### src/rtl/lcd_row_pkg.sv
package lcd_row_pkg;
  typedef enum logic [1:0] {
    LVL_GND    = 2'b00,
    LVL_MID_LO = 2'b01,
    LVL_MID_HI = 2'b10,
    LVL_TOP    = 2'b11
  } lvl_e;

  function automatic lvl_e lvl_pick(input logic sel, input logic inv, input logic blank);
    if (blank)    return LVL_GND;
    else if (sel) return inv ? LVL_TOP : LVL_GND;
    else          return inv ? LVL_MID_LO : LVL_MID_HI;
  endfunction
endpackage

### src/rtl/lcd_link_port.sv
module lcd_link_port (
  input  logic dir_i,
  input  logic link_a_i,
  input  logic link_b_i,
  input  logic tail_up_i,
  input  logic tail_dn_i,
  output logic start_o,
  output logic link_a_o,
  output logic link_a_oe_o,
  output logic link_b_o,
  output logic link_b_oe_o
);
  // active-low token on whichever link is the entry
  assign start_o     = dir_i ? ~link_a_i : ~link_b_i;
  assign link_b_oe_o = dir_i;
  assign link_a_oe_o = ~dir_i;
  assign link_b_o    = dir_i ? ~tail_up_i : 1'b1;
  assign link_a_o    = dir_i ? 1'b1 : ~tail_dn_i;
endmodule

### src/rtl/lcd_scan_reg.sv
module lcd_scan_reg #(
  parameter int unsigned N_STAGES = 240
) (
  input  logic                clk_i,
  input  logic                clr_ni,
  input  logic                dir_i,
  input  logic                start_i,
  output logic [N_STAGES-1:0] q_o
);
  logic [N_STAGES-1:0] nxt;

  for (genvar i = 0; i < N_STAGES; i++) begin : g_stage
    logic up_src, dn_src;
    if (i == 0) begin : g_first
      assign up_src = start_i;
    end else begin : g_mid_up
      assign up_src = q_o[i-1];
    end
    if (i == N_STAGES-1) begin : g_last
      assign dn_src = start_i;
    end else begin : g_mid_dn
      assign dn_src = q_o[i+1];
    end
    assign nxt[i] = dir_i ? up_src : dn_src;
  end

  always_ff @(negedge clk_i or negedge clr_ni) begin
    if (!clr_ni) q_o <= '0;
    else         q_o <= nxt;
  end
endmodule

### src/rtl/lcd_level_enc.sv
module lcd_level_enc
  import lcd_row_pkg::*;
#(
  parameter int unsigned N_STAGES = 240
) (
  input  logic [N_STAGES-1:0]   sel_i,
  input  logic                  inv_i,
  input  logic                  blank_i,
  output logic [2*N_STAGES-1:0] lvl_o
);
  for (genvar i = 0; i < N_STAGES; i++) begin : g_row
    assign lvl_o[2*i +: 2] = lvl_pick(sel_i[i], inv_i, blank_i);
  end
endmodule

### src/rtl/lcd_row_driver.sv
module lcd_row_driver #(
  parameter int unsigned N_STAGES = 240,
  localparam int unsigned LVL_W = 2 * N_STAGES
) (
  input  logic             clk_i,
  input  logic             rst_ni,
  input  logic             dir_i,
  input  logic             inv_i,
  input  logic             blank_ni,
  input  logic             link_a_i,
  output logic             link_a_o,
  output logic             link_a_oe_o,
  input  logic             link_b_i,
  output logic             link_b_o,
  output logic             link_b_oe_o,
  output logic [LVL_W-1:0] lvl_o
);
  logic [N_STAGES-1:0] q;
  logic start;
  logic clr_n;

  // blanking and reset both empty the register without a clock
  assign clr_n = rst_ni & blank_ni;

  lcd_link_port i_link (
    .dir_i       (dir_i),
    .link_a_i    (link_a_i),
    .link_b_i    (link_b_i),
    .tail_up_i   (q[N_STAGES-1]),
    .tail_dn_i   (q[0]),
    .start_o     (start),
    .link_a_o    (link_a_o),
    .link_a_oe_o (link_a_oe_o),
    .link_b_o    (link_b_o),
    .link_b_oe_o (link_b_oe_o)
  );

  lcd_scan_reg #(.N_STAGES(N_STAGES)) i_scan (
    .clk_i   (clk_i),
    .clr_ni  (clr_n),
    .dir_i   (dir_i),
    .start_i (start),
    .q_o     (q)
  );

  lcd_level_enc #(.N_STAGES(N_STAGES)) i_enc (
    .sel_i   (q),
    .inv_i   (inv_i),
    .blank_i (~blank_ni),
    .lvl_o   (lvl_o)
  );
endmodule

### config.mk
export PLATFORM = sky130hd
export DESIGN_NAME = lcd_row_driver
export DESIGN_NICKNAME = d
export VERILOG_FILES = /design/src/rtl/lcd_row_pkg.sv /design/src/rtl/lcd_link_port.sv /design/src/rtl/lcd_scan_reg.sv /design/src/rtl/lcd_level_enc.sv /design/src/rtl/lcd_row_driver.sv
export SDC_FILE = /design/constraint.sdc
export NUM_CORES = 1
export LEC_CHECK = 0
export BUFFER_PORTS_ARGS = -buffer_cell sky130_fd_sc_hd__buf_2
export CAP_MARGIN = 20
export CORE_AREA = 2 2 192 194
export CTS_BUF_LIST = sky130_fd_sc_hd__clkbuf_8
export CTS_CLUSTER_SIZE = 8
export DETAILED_ROUTE_END_ITERATION = 10
export DIE_AREA = 0 0 194 196
export GPL_TIMING_DRIVEN = 0
export PLACE_DENSITY = 0.78
export SETUP_SLACK_MARGIN = 0.5
export SLEW_MARGIN = 20
export SYNTH_ARGS = -nofsm -noshare
export SYNTH_HDL_FRONTEND = slang
export SYNTH_SLANG_ARGS = --single-unit
### constraint.sdc
create_clock -name clk_i -period 11.43 [get_ports clk_i]
set_clock_uncertainty 0.05 [all_clocks]
set_input_delay 2.286 -clock clk_i [delete_from_list [all_inputs] [get_ports clk_i]]
set_output_delay 2.286 -clock clk_i [all_outputs]
set_load 0.02 [all_outputs]
==> results.py, run 1 <==
metrics = {
    "worst_setup_path": {
        "cp.required_ns": 9.09,
        "crit_type": "register to primary output",
        "end_kind": "primary output",
        "critical_path.slowest_cell": "dfrtn_1",
        "cp_top_family": "flip-flops",
        "cp_max_fo": 3,
        "path_buf_inv": 1,
        "slowest_delay_ns": 0.37,
        "arrival_ns": 7.24,
        "start_kind": "register",
        "path_cells": "xnor2_1 > and2_1 > buf_2",
    },
    "synth": {
        "yosysWarnings": 0,
        "yosys_register_bits": 240,
        "synth.distinct_cells": 15,
        "syn-num-nets": 1294,
        "ys_seq_area_share_pct": 40.38,
        "syn_inst": 1287,
        "syn-cell-area_mm2": 0.01487,
        "avgSynthCellArea_um2": 11.56,
    },
    "hold_path": {
        "hp-class": "register to register",
    },
    "layout": {
        "drive_above_1_share_pct": 59.37,
        "multi_input_area_mm2": 0.006331,
        "fillerInstances": 3121,
        "reg_top3": "i_scan.q_o (240)",
        "regArea_mm2": 0.006006,
        "diodes": 0,
        "largest_register": "i_scan.q_o",
        "largest_register_ffs": 240,
        "syn2layout_area_growth_pct": 26.68,
        "nets": 1829,
        "fin_util_pct": 52.22,
    },
    "routing": {
        "vias_per_cell": 4.330,
        "routed_wl_mm": 34.16,
        "avgRoutedWirePerCell_um": 14.76,
        "ant_nets": 0,
        "drc": 0,
        "vias": 10020,
        "drtIter0Drc": 313,
        "firstDrtPassIters": 4,
    },
    "timing": {
        "worst_slew_pin_slew_ns": 0.8722,
        "rsz0062_at_grt": "false",
        "relSlewSlack_pct": 41.85,
        "setup_violations": 0,
        "worst_hold_slack_ns": 0.4454,
        "setup_ws_ns": 1.856,
        "hold_violations": 0,
        "fin_setup_tns_ns": 0,
        "slew_violations": 0,
    },
    "clock_tree": {
        "cts-root-buf": "clkbuf_8",
        "cts_num_sinks": 240,
        "clkLatencyLatePin_ns": 0.51,
        "cts_buffer_depth": 3,
        "numCtsBuffers": 40,
        "htree_levels": 2,
        "cts_tree": "yes",
        "post_cts_buffers": 0,
        "cts.clk_slew.worst_paths_ns": 0.04,
        "post_cts_resized": 0,
        "hold_buffers": 0,
    },
    "status": {
        "status": "completed",
    },
    "power_and_ir_drop": {
        "comb_power_share_pct": 25.4,
        "p_int_w": 0.001546,
        "pwr-share-seq_pct": 41.3,
        "p_sw_share_pct": 30.41,
        "pwr-share-clk_pct": 33.3,
        "power_w": 0.002222,
        "power_density_mw_per_mm2": 117.9,
        "p_switching_w": 0.0006757,
        "power.leakage_nw": 10.08,
        "max-vdd-ir-drop_v": 0.00007507,
    },
    "global_routing": {
        "grt_first_pass_wirelength_mm": 53.48,
        "overflow": 0,
        "grt_antenna_before_repair": 1,
        "grt_usage_pct": 17.22,
        "grt_pass1_vias": 10110,
        "grt_max_degree": 99,
    },
    "floorplanning": {
        "io_pins": 491,
        "initial_utilization_pct": 41.22,
        "fp-row-count": 70,
        "coreArea_mm2": 0.03608,
        "die_h_um": 196,
        "fp.dieArea_mm2": 0.03802,
        "die_x_um": 194,
    },
    "placement": {
        "place_ws_ns": 2.206,
        "place_congestion": 0.7965,
        "port_buffers": 487,
        "dp_hpwl_mm": 26.18,
    },
    "run": {
        "drv_cap": 0,
    },
}
-- logic make-up (layout without fill, tap and decap cells) --
kind of cell	Yosys count	count (layout)	synth area share [%]
mux	238	238	18.02
buf+inv	321	880	17.09
flops	240	240	40.38
compound gates	2	2	0.06723
simple gates	246	246	10.31
xor+xnor	240	240	14.13
-- stage by stage --
| step | instances | instance area, um2 |
|---|---|---|
| 6_report | 2314 | 18840 |
| 5_1_grt | 2314 | 18840 |
| 3_5_place_dp | 2248 | 18070 |
| 4_1_cts | 2314 | 18840 |
| 3_3_place_gp | 2242 | 17900 |
| 2_1_floorplan | 1287 | 14880 |
-- worst paths after layout --
path / start / endpoint / slack (ns) / cells after the start
worst min register to register: i_scan.q_o[220]$_DFF_NN0_ / i_scan.q_o[221]$_DFF_NN0_ / 0.45 / 1
min in group asynchronous: rst_ni / i_scan.q_o[71]$_DFF_NN0_ / 7.35 / 2
max in group asynchronous: blank_ni / i_scan.q_o[184]$_DFF_NN0_ / 2.76 / 4
worst min-delay path: i_scan.q_o[220]$_DFF_NN0_ / i_scan.q_o[221]$_DFF_NN0_ / 0.45 / 1
worst max-delay path: i_scan.q_o[10]$_DFF_NN0_ / lvl_o[21] / 1.86 / 3
worst max register to register: i_scan.q_o[0]$_DFF_NN0_ / i_scan.q_o[1]$_DFF_NN0_ / 10.53 / 1
-- layer usage --
layer / up-vias / GRT usage (%) / wire length, um
met5: - / 0 / 11
met3: 61 / 4.865 / 2411
met2: 309 / 31.26 / 17430
li1: 4926 / - / -
met1: 4722 / 19.44 / 13390
met4: 2 / 5.640 / 918
-- cells in the mapped netlist --
| cell | count | area [um2] |
|---|---|---|
| buf_6 | 20 | 225.2 |
| buf_8 | 21 | 315.3 |
| nand2_1 | 2 | 7.510 |
| o21ai_0 | 1 | 5.000 |
| nor2b_1 | 1 | 6.260 |
| inv_1 | 1 | 3.750 |
| a21oi_1 | 1 | 5.000 |
| clkbuf_1 | 11 | 41.29 |
| xnor2_1 | 240 | 2102 |
| buf_4 | 246 | 1847 |
| and2_1 | 242 | 1514 |
| buf_2 | 22 | 110.1 |
| nand2b_1 | 1 | 6.260 |
| mux2_2 | 238 | 2680 |
| dfrtn_1 | 240 | 6006 |
-- final cells by class --
type	instances	share of cell area, %
Multi-Input combinational cell	726	33.60
Sequential cell	240	31.87
Timing Repair Buffer	493	13.81
Buffer	320	13.47
Clock buffer	49	3.579
Tap cell	468	3.108
Clock inverter	17	0.5378
Inverter	1	0.01992
-- power by group through the flow --
stage	logic, W	clock network, W	registers, W
floorplan	0.000434	0	0.000920
global placement	0.000582	0	0.000931
detailed placement	0.000570	0	0.000932
CTS	0.000573	0.000761	0.000918
global route	0.000605	0.000796	0.000922
finish	0.000565	0.000739	0.000918
-- layout by cell type, fill, tap and decap left out --
cell type,count
a21oi_1,1
and2_1,240
and2_4,2
buf_16,6
buf_2,509
buf_4,246
buf_6,20
buf_8,21
bufinv_16,1
clkbuf_1,11
clkbuf_8,49
clkinv_2,2
clkinvlp_4,1
dfrtn_1,240
inv_1,13
inv_6,1
mux2_2,238
nand2_1,2
nand2b_1,1
nor2b_1,1
o21ai_0,1
xnor2_1,240
No activity file was read; power rests on OpenSTA's default activity.
==> run 2: changes to the inputs <==
--- a/config.mk
+++ b/config.mk
@@ -7,13 +7,13 @@
 export LEC_CHECK = 0
 export BUFFER_PORTS_ARGS = -buffer_cell sky130_fd_sc_hd__buf_2
 export CAP_MARGIN = 20
-export CORE_AREA = 2 2 192 194
+export CORE_AREA = 2 2 190 192
 export CTS_BUF_LIST = sky130_fd_sc_hd__clkbuf_8
 export CTS_CLUSTER_SIZE = 8
 export DETAILED_ROUTE_END_ITERATION = 10
-export DIE_AREA = 0 0 194 196
+export DIE_AREA = 0 0 192 194
 export GPL_TIMING_DRIVEN = 0
-export PLACE_DENSITY = 0.78
+export PLACE_DENSITY = 0.81
 export SETUP_SLACK_MARGIN = 0.5
 export SLEW_MARGIN = 20
 export SYNTH_ARGS = -nofsm -noshare
==> constraint.sdc (replaced) <==
create_clock -name clk_i -period 8.7 [get_ports clk_i]
set_clock_uncertainty 0.05 [all_clocks]
set_input_delay 1.74 -clock clk_i [delete_from_list [all_inputs] [get_ports clk_i]]
set_output_delay 1.74 -clock clk_i [all_outputs]
set_load 0.02 [all_outputs]
==> results.py, run 2 (synthesized netlist as in run 1, its figures left out) <==
metrics = {
    "status": {
        "status": "completed",
    },
    "floorplanning": {
        "coreArea_mm2": 0.03522,
        "fp.dieArea_mm2": 0.03725,
        "fp-row-count": 69,
        "die_x_um": 192,
        "die_h_um": 194,
        "initial_utilization_pct": 42.23,
        "io_pins": 491,
    },
    "global_routing": {
        "grt_first_pass_wirelength_mm": 53.52,
        "overflow": 0,
        "grt_antenna_before_repair": 1,
        "grt_pass1_vias": 10080,
        "grt_max_degree": 100,
        "grt_usage_pct": 17.91,
    },
    "layout": {
        "drive_above_1_share_pct": 59.45,
        "layout_commonest_cell": "buf_2",
        "nets": 1830,
        "diodes": 0,
        "mostFrequentLayoutCells": "buf_2 (509), buf_4 (246), xnor2_1 (240), and2_1 (240), dfrtn_1 (240)",
        "fillerInstances": 3075,
        "largest_register": "i_scan.q_o",
        "reg_top3": "i_scan.q_o (240)",
        "syn2layout_area_growth_pct": 26.62,
        "largest_register_ffs": 240,
    },
    "hold_path": {
        "hp-class": "register to register",
        "hold_depth": 1,
    },
    "worst_setup_path": {
        "crit_type": "register to primary output",
        "r2r_cells": 1,
        "cp.depth": 3,
        "crit_path_end": "lvl_o[363]",
        "cp_max_fo": 3,
        "end_kind": "primary output",
        "worstReg2RegStart": "i_scan.q_o[182]$_DFF_NN0_",
        "crit_path_start": "i_scan.q_o[181]$_DFF_NN0_",
        "arrival_ns": 5.87,
        "slowest_delay_ns": 0.47,
        "critical_path.slowest_cell": "dfrtn_1",
        "path_buf_inv": 1,
        "r2r-end": "i_scan.q_o[183]$_DFF_NN0_",
        "start_kind": "register",
        "cp.required_ns": 6.91,
        "reg2reg_setup_slack_ns": 7.80,
        "cp_top_family": "flip-flops",
        "path_cells": "xnor2_1 > and2_1 > buf_2",
    },
    "routing": {
        "vias_per_cell": 4.361,
        "routed_wl_mm": 34.62,
        "avgRoutedWirePerCell_um": 15.00,
        "vias": 10070,
        "ant_nets": 0,
        "firstDrtPassIters": 4,
        "drtIter0Drc": 230,
        "drc": 0,
    },
    "clock_tree": {
        "post_cts_buffers": 0,
        "cts_buffer_depth": 3,
        "htree_levels": 2,
        "cts_num_sinks": 240,
        "cts.clk_slew.worst_paths_ns": 0.04,
        "numCtsBuffers": 41,
        "cts_tree": "yes",
        "cts-root-buf": "clkbuf_8",
        "clkLatencyLatePin_ns": 0.51,
        "hold_buffers": 0,
        "post_cts_resized": 0,
    },
    "timing": {
        "setup_ws_ns": 1.045,
        "slew_violations": 0,
        "worst_hold_slack_ns": 0.4457,
        "hold_violations": 0,
        "setup_violations": 0,
        "worst_slew_pin_slew_ns": 0.8216,
        "relSlewSlack_pct": 45.23,
        "rsz0062_at_grt": "false",
    },
    "run": {
        "drv_cap": 0,
    },
    "power_and_ir_drop": {
        "power.leakage_nw": 10.08,
        "max-vdd-ir-drop_v": 0.0001062,
        "power_density_mw_per_mm2": 154.7,
    },
    "placement": {
        "port_buffers": 487,
        "place_ws_ns": 1.315,
        "place_congestion": 0.7791,
        "dp_hpwl_mm": 26.40,
    },
}
[run 2: changes by cell type in the layout (fill, tap and decap cells not counted)]
cell | before | now
inv_6 | 1 | 0
clkbuf_8 | 49 | 52
buf_16 | 6 | 5
clkbuf_1 | 11 | 10
clkinvlp_4 | 1 | 2
bufinv_16 | 1 | 0
buf_12 | 0 | 1
[run 2: stage by stage]
stage | TNS, ns | total power (W) | std cells | area, um2 | utilization [%]
5_1_grt | 0 | 0.003052 | 2308 | 18830 | 53.47
4_1_cts | 0 | 0.002949 | 2308 | 18830 | 53.47
3_3_place_gp | -97.11 | 0.001967 | 2235 | 17900 | 50.82
2_1_floorplan | 0 | 0.001763 | 1287 | 14890 | -
3_5_place_dp | 0 | 0.001971 | 2241 | 18060 | 51.28
6_report | 0 | 0.002914 | 2308 | 18830 | 53.47
[run 2: worst min path at each step]
stage | startpoint | endpoint
after CTS | i_scan.q_o[237]$_DFF_NN0_ | i_scan.q_o[236]$_DFF_NN0_
after detailed placement | i_scan.q_o[58]$_DFF_NN0_ | i_scan.q_o[57]$_DFF_NN0_
after floorplan | i_scan.q_o[1]$_DFF_NN0_ | i_scan.q_o[0]$_DFF_NN0_
final | i_scan.q_o[33]$_DFF_NN0_ | i_scan.q_o[34]$_DFF_NN0_
after global placement | i_scan.q_o[33]$_DFF_NN0_ | i_scan.q_o[34]$_DFF_NN0_
after global routing | i_scan.q_o[33]$_DFF_NN0_ | i_scan.q_o[34]$_DFF_NN0_
[run 2: report_power, final]
group,internal [W],switching [W],total [W]
registers,0.00116,0.0000399,0.00120
logic,0.000331,0.000411,0.000742
clock network,0.000523,0.000444,0.000966
total,0.00202,0.000895,0.00291
[run 2: layout make-up]
type | instances | area, um2 | area share [%]
sequential | 240 | 6006 | 31.89
tap | 461 | 576.8 | 3.063
clock inverter | 16 | 70.07 | 0.3720
clock buffer | 51 | 701.9 | 3.727
inverter | 1 | 3.754 | 0.01993
timing repair buffer | 493 | 2595 | 13.78
multi-input combinational | 726 | 6331 | 33.62
buffer | 320 | 2549 | 13.53
[run 2: layer usage]
layer  global-route usage (%)  share of wire [%]  wire, um  vias to the layer above
met1                    19.81                 39     13350                     4749
met5                        0                  0         0                        -
met4                    6.022                2.7       931                        0
li1                         -                  -         -                     4933
met2                    32.16                 50     17430                      320
met3                    5.701                8.4      2906                       63
==> run 3: changes to the inputs <==
--- a/config.mk
+++ b/config.mk
@@ -7,13 +7,13 @@
 export LEC_CHECK = 0
 export BUFFER_PORTS_ARGS = -buffer_cell sky130_fd_sc_hd__buf_2
 export CAP_MARGIN = 20
-export CORE_AREA = 2 2 190 192
+export CORE_AREA = 2 2 196 198
 export CTS_BUF_LIST = sky130_fd_sc_hd__clkbuf_8
 export CTS_CLUSTER_SIZE = 8
 export DETAILED_ROUTE_END_ITERATION = 10
-export DIE_AREA = 0 0 192 194
+export DIE_AREA = 0 0 198 200
 export GPL_TIMING_DRIVEN = 0
-export PLACE_DENSITY = 0.81
+export PLACE_DENSITY = 0.78
 export SETUP_SLACK_MARGIN = 0.5
 export SLEW_MARGIN = 20
 export SYNTH_ARGS = -nofsm -noshare
==> results.py, run 3 (synthesized netlist as in run 1, its figures left out) <==
metrics = {
    "status": {
        "status": "completed",
    },
    "power_and_ir_drop": {
        "p_sw_share_pct": 30.46,
        "max-vdd-ir-drop_v": 0.0001128,
        "p_switching_w": 0.0009182,
        "power_density_mw_per_mm2": 158.6,
        "power_w": 0.003015,
        "power.leakage_nw": 10.13,
        "pwr-share-seq_pct": 40.0,
        "comb_power_share_pct": 24.6,
        "pwr-share-clk_pct": 35.5,
        "p_int_w": 0.002097,
    },
    "layout": {
        "mostFrequentLayoutCells": "buf_2 (509), buf_4 (246), xnor2_1 (240), and2_1 (240), dfrtn_1 (240)",
        "drive_above_1_share_pct": 59.49,
        "design_area_mm2": 0.01900,
        "reg_top3": "i_scan.q_o (240)",
        "multi_input_area_mm2": 0.006331,
        "regArea_mm2": 0.006006,
        "largest_register": "i_scan.q_o",
        "fin_util_pct": 50.81,
        "fillerInstances": 3301,
        "nets": 1831,
        "largest_register_ffs": 240,
        "diodes": 0,
        "layout_commonest_cell": "buf_2",
        "syn2layout_area_growth_pct": 27.76,
    },
    "floorplanning": {
        "initial_utilization_pct": 39.77,
        "die_x_um": 198,
        "io_pins": 491,
        "coreArea_mm2": 0.03740,
        "die_h_um": 200,
        "fp-row-count": 71,
        "fp.dieArea_mm2": 0.03960,
    },
    "global_routing": {
        "grt_max_degree": 99,
        "grt_pass1_vias": 9768,
        "grt_usage_pct": 16.54,
        "grt_first_pass_wirelength_mm": 51.98,
        "overflow": 0,
        "grt_antenna_before_repair": 0,
    },
    "timing": {
        "slew_violations": 0,
        "worst_slew_pin_slew_ns": 1.013,
        "relSlewSlack_pct": 32.48,
        "rsz0062_at_grt": "false",
        "hold_violations": 0,
        "setup_ws_ns": 0.9610,
        "setup_violations": 0,
    },
    "clock_tree": {
        "cts_buffer_depth": 3,
        "cts.clk_slew.worst_paths_ns": 0.04,
        "cts-root-buf": "clkbuf_8",
        "cts_tree": "yes",
        "htree_levels": 2,
        "post_cts_buffers": 0,
        "hold_buffers": 0,
        "cts_num_sinks": 240,
        "post_cts_resized": 0,
        "numCtsBuffers": 42,
        "clkLatencyLatePin_ns": 0.53,
    },
    "routing": {
        "routed_wl_mm": 34.40,
        "vias_per_cell": 4.214,
        "avgRoutedWirePerCell_um": 14.54,
        "drc": 0,
        "drtIter0Drc": 264,
        "vias": 9965,
        "ant_nets": 0,
        "firstDrtPassIters": 4,
    },
    "hold_path": {
        "hp-class": "register to register",
    },
    "worst_setup_path": {
        "arrival_ns": 5.95,
        "start_kind": "register",
        "crit_type": "register to primary output",
        "cp_max_fo": 3,
        "cp.required_ns": 6.91,
        "end_kind": "primary output",
    },
    "placement": {
        "place_ws_ns": 1.414,
        "placed_cell_area_mm2": 0.01813,
        "port_buffers": 487,
        "place_congestion": 0.7952,
        "dp_hpwl_mm": 26.11,
    },
    "run": {
        "drv_cap": 0,
    },
}
[run 3: path summary, 6_finish.rpt]
| path | end | slack, ns | cells after the start | from |
|---|---|---|---|---|
| worst max-delay path | lvl_o[363] | 0.96 | 3 | i_scan.q_o[181]$_DFF_NN0_ |
| worst min-delay path | i_scan.q_o[32]$_DFF_NN0_ | 0.44 | 1 | i_scan.q_o[31]$_DFF_NN0_ |
| worst min register to register | i_scan.q_o[32]$_DFF_NN0_ | 0.44 | 1 | i_scan.q_o[31]$_DFF_NN0_ |
| max in group asynchronous | i_scan.q_o[180]$_DFF_NN0_ | 2.10 | 4 | blank_ni |
| worst max register to register | i_scan.q_o[1]$_DFF_NN0_ | 7.79 | 1 | i_scan.q_o[0]$_DFF_NN0_ |
| min in group asynchronous | i_scan.q_o[0]$_DFF_NN0_ | 5.46 | 2 | rst_ni |
[run 3: final cells by class]
type                            instances  area share (%)
Buffer                                320           13.41
Timing Repair Buffer                  493           13.70
Clock inverter                         22          0.8230
Multi-Input combinational cell        726           33.32
Inverter                                1         0.01975
Sequential cell                       240           31.60
Clock buffer                           52           3.766
Tap cell                              511           3.365
[run 3: worst max-delay path, cell delays in order, from the launching register on]
cell and delay [ns]:
dfrtn_1 0.48, xnor2_1 0.21, and2_1 0.21, buf_2 0.17
[run 3: power groups by stage]
stage	sequential, W	clock [W]	combinational (W)
3_5_place_dp	0.00122	0	0.000746
6_report	0.00121	0.00107	0.000741
2_1_floorplan	0.00121	0	0.000554
4_1_cts	0.00120	0.00110	0.000750
5_1_grt	0.00121	0.00115	0.000797
3_3_place_gp	0.00122	0	0.000745
[run 3: stage by stage]
stage | cells | hold slack, ns | setup TNS, ns
after floorplan | 1287 | 0.4026 | 0
after global placement | 2285 | 0.4441 | -95.99
after detailed placement | 2291 | 0.4438 | 0
after CTS | 2365 | 0.4446 | 0
after global routing | 2365 | 0.4613 | 0
final | 2365 | 0.4424 | 0
[run 3: routing by layer]
metal	GRT usage [%]	vias to the layer above	wire, um
li1	-	4946	-
met1	19.00	4645	13700
met2	29.71	317	17280
met3	4.704	57	2590
met4	5.375	0	828
met5	0	-	0
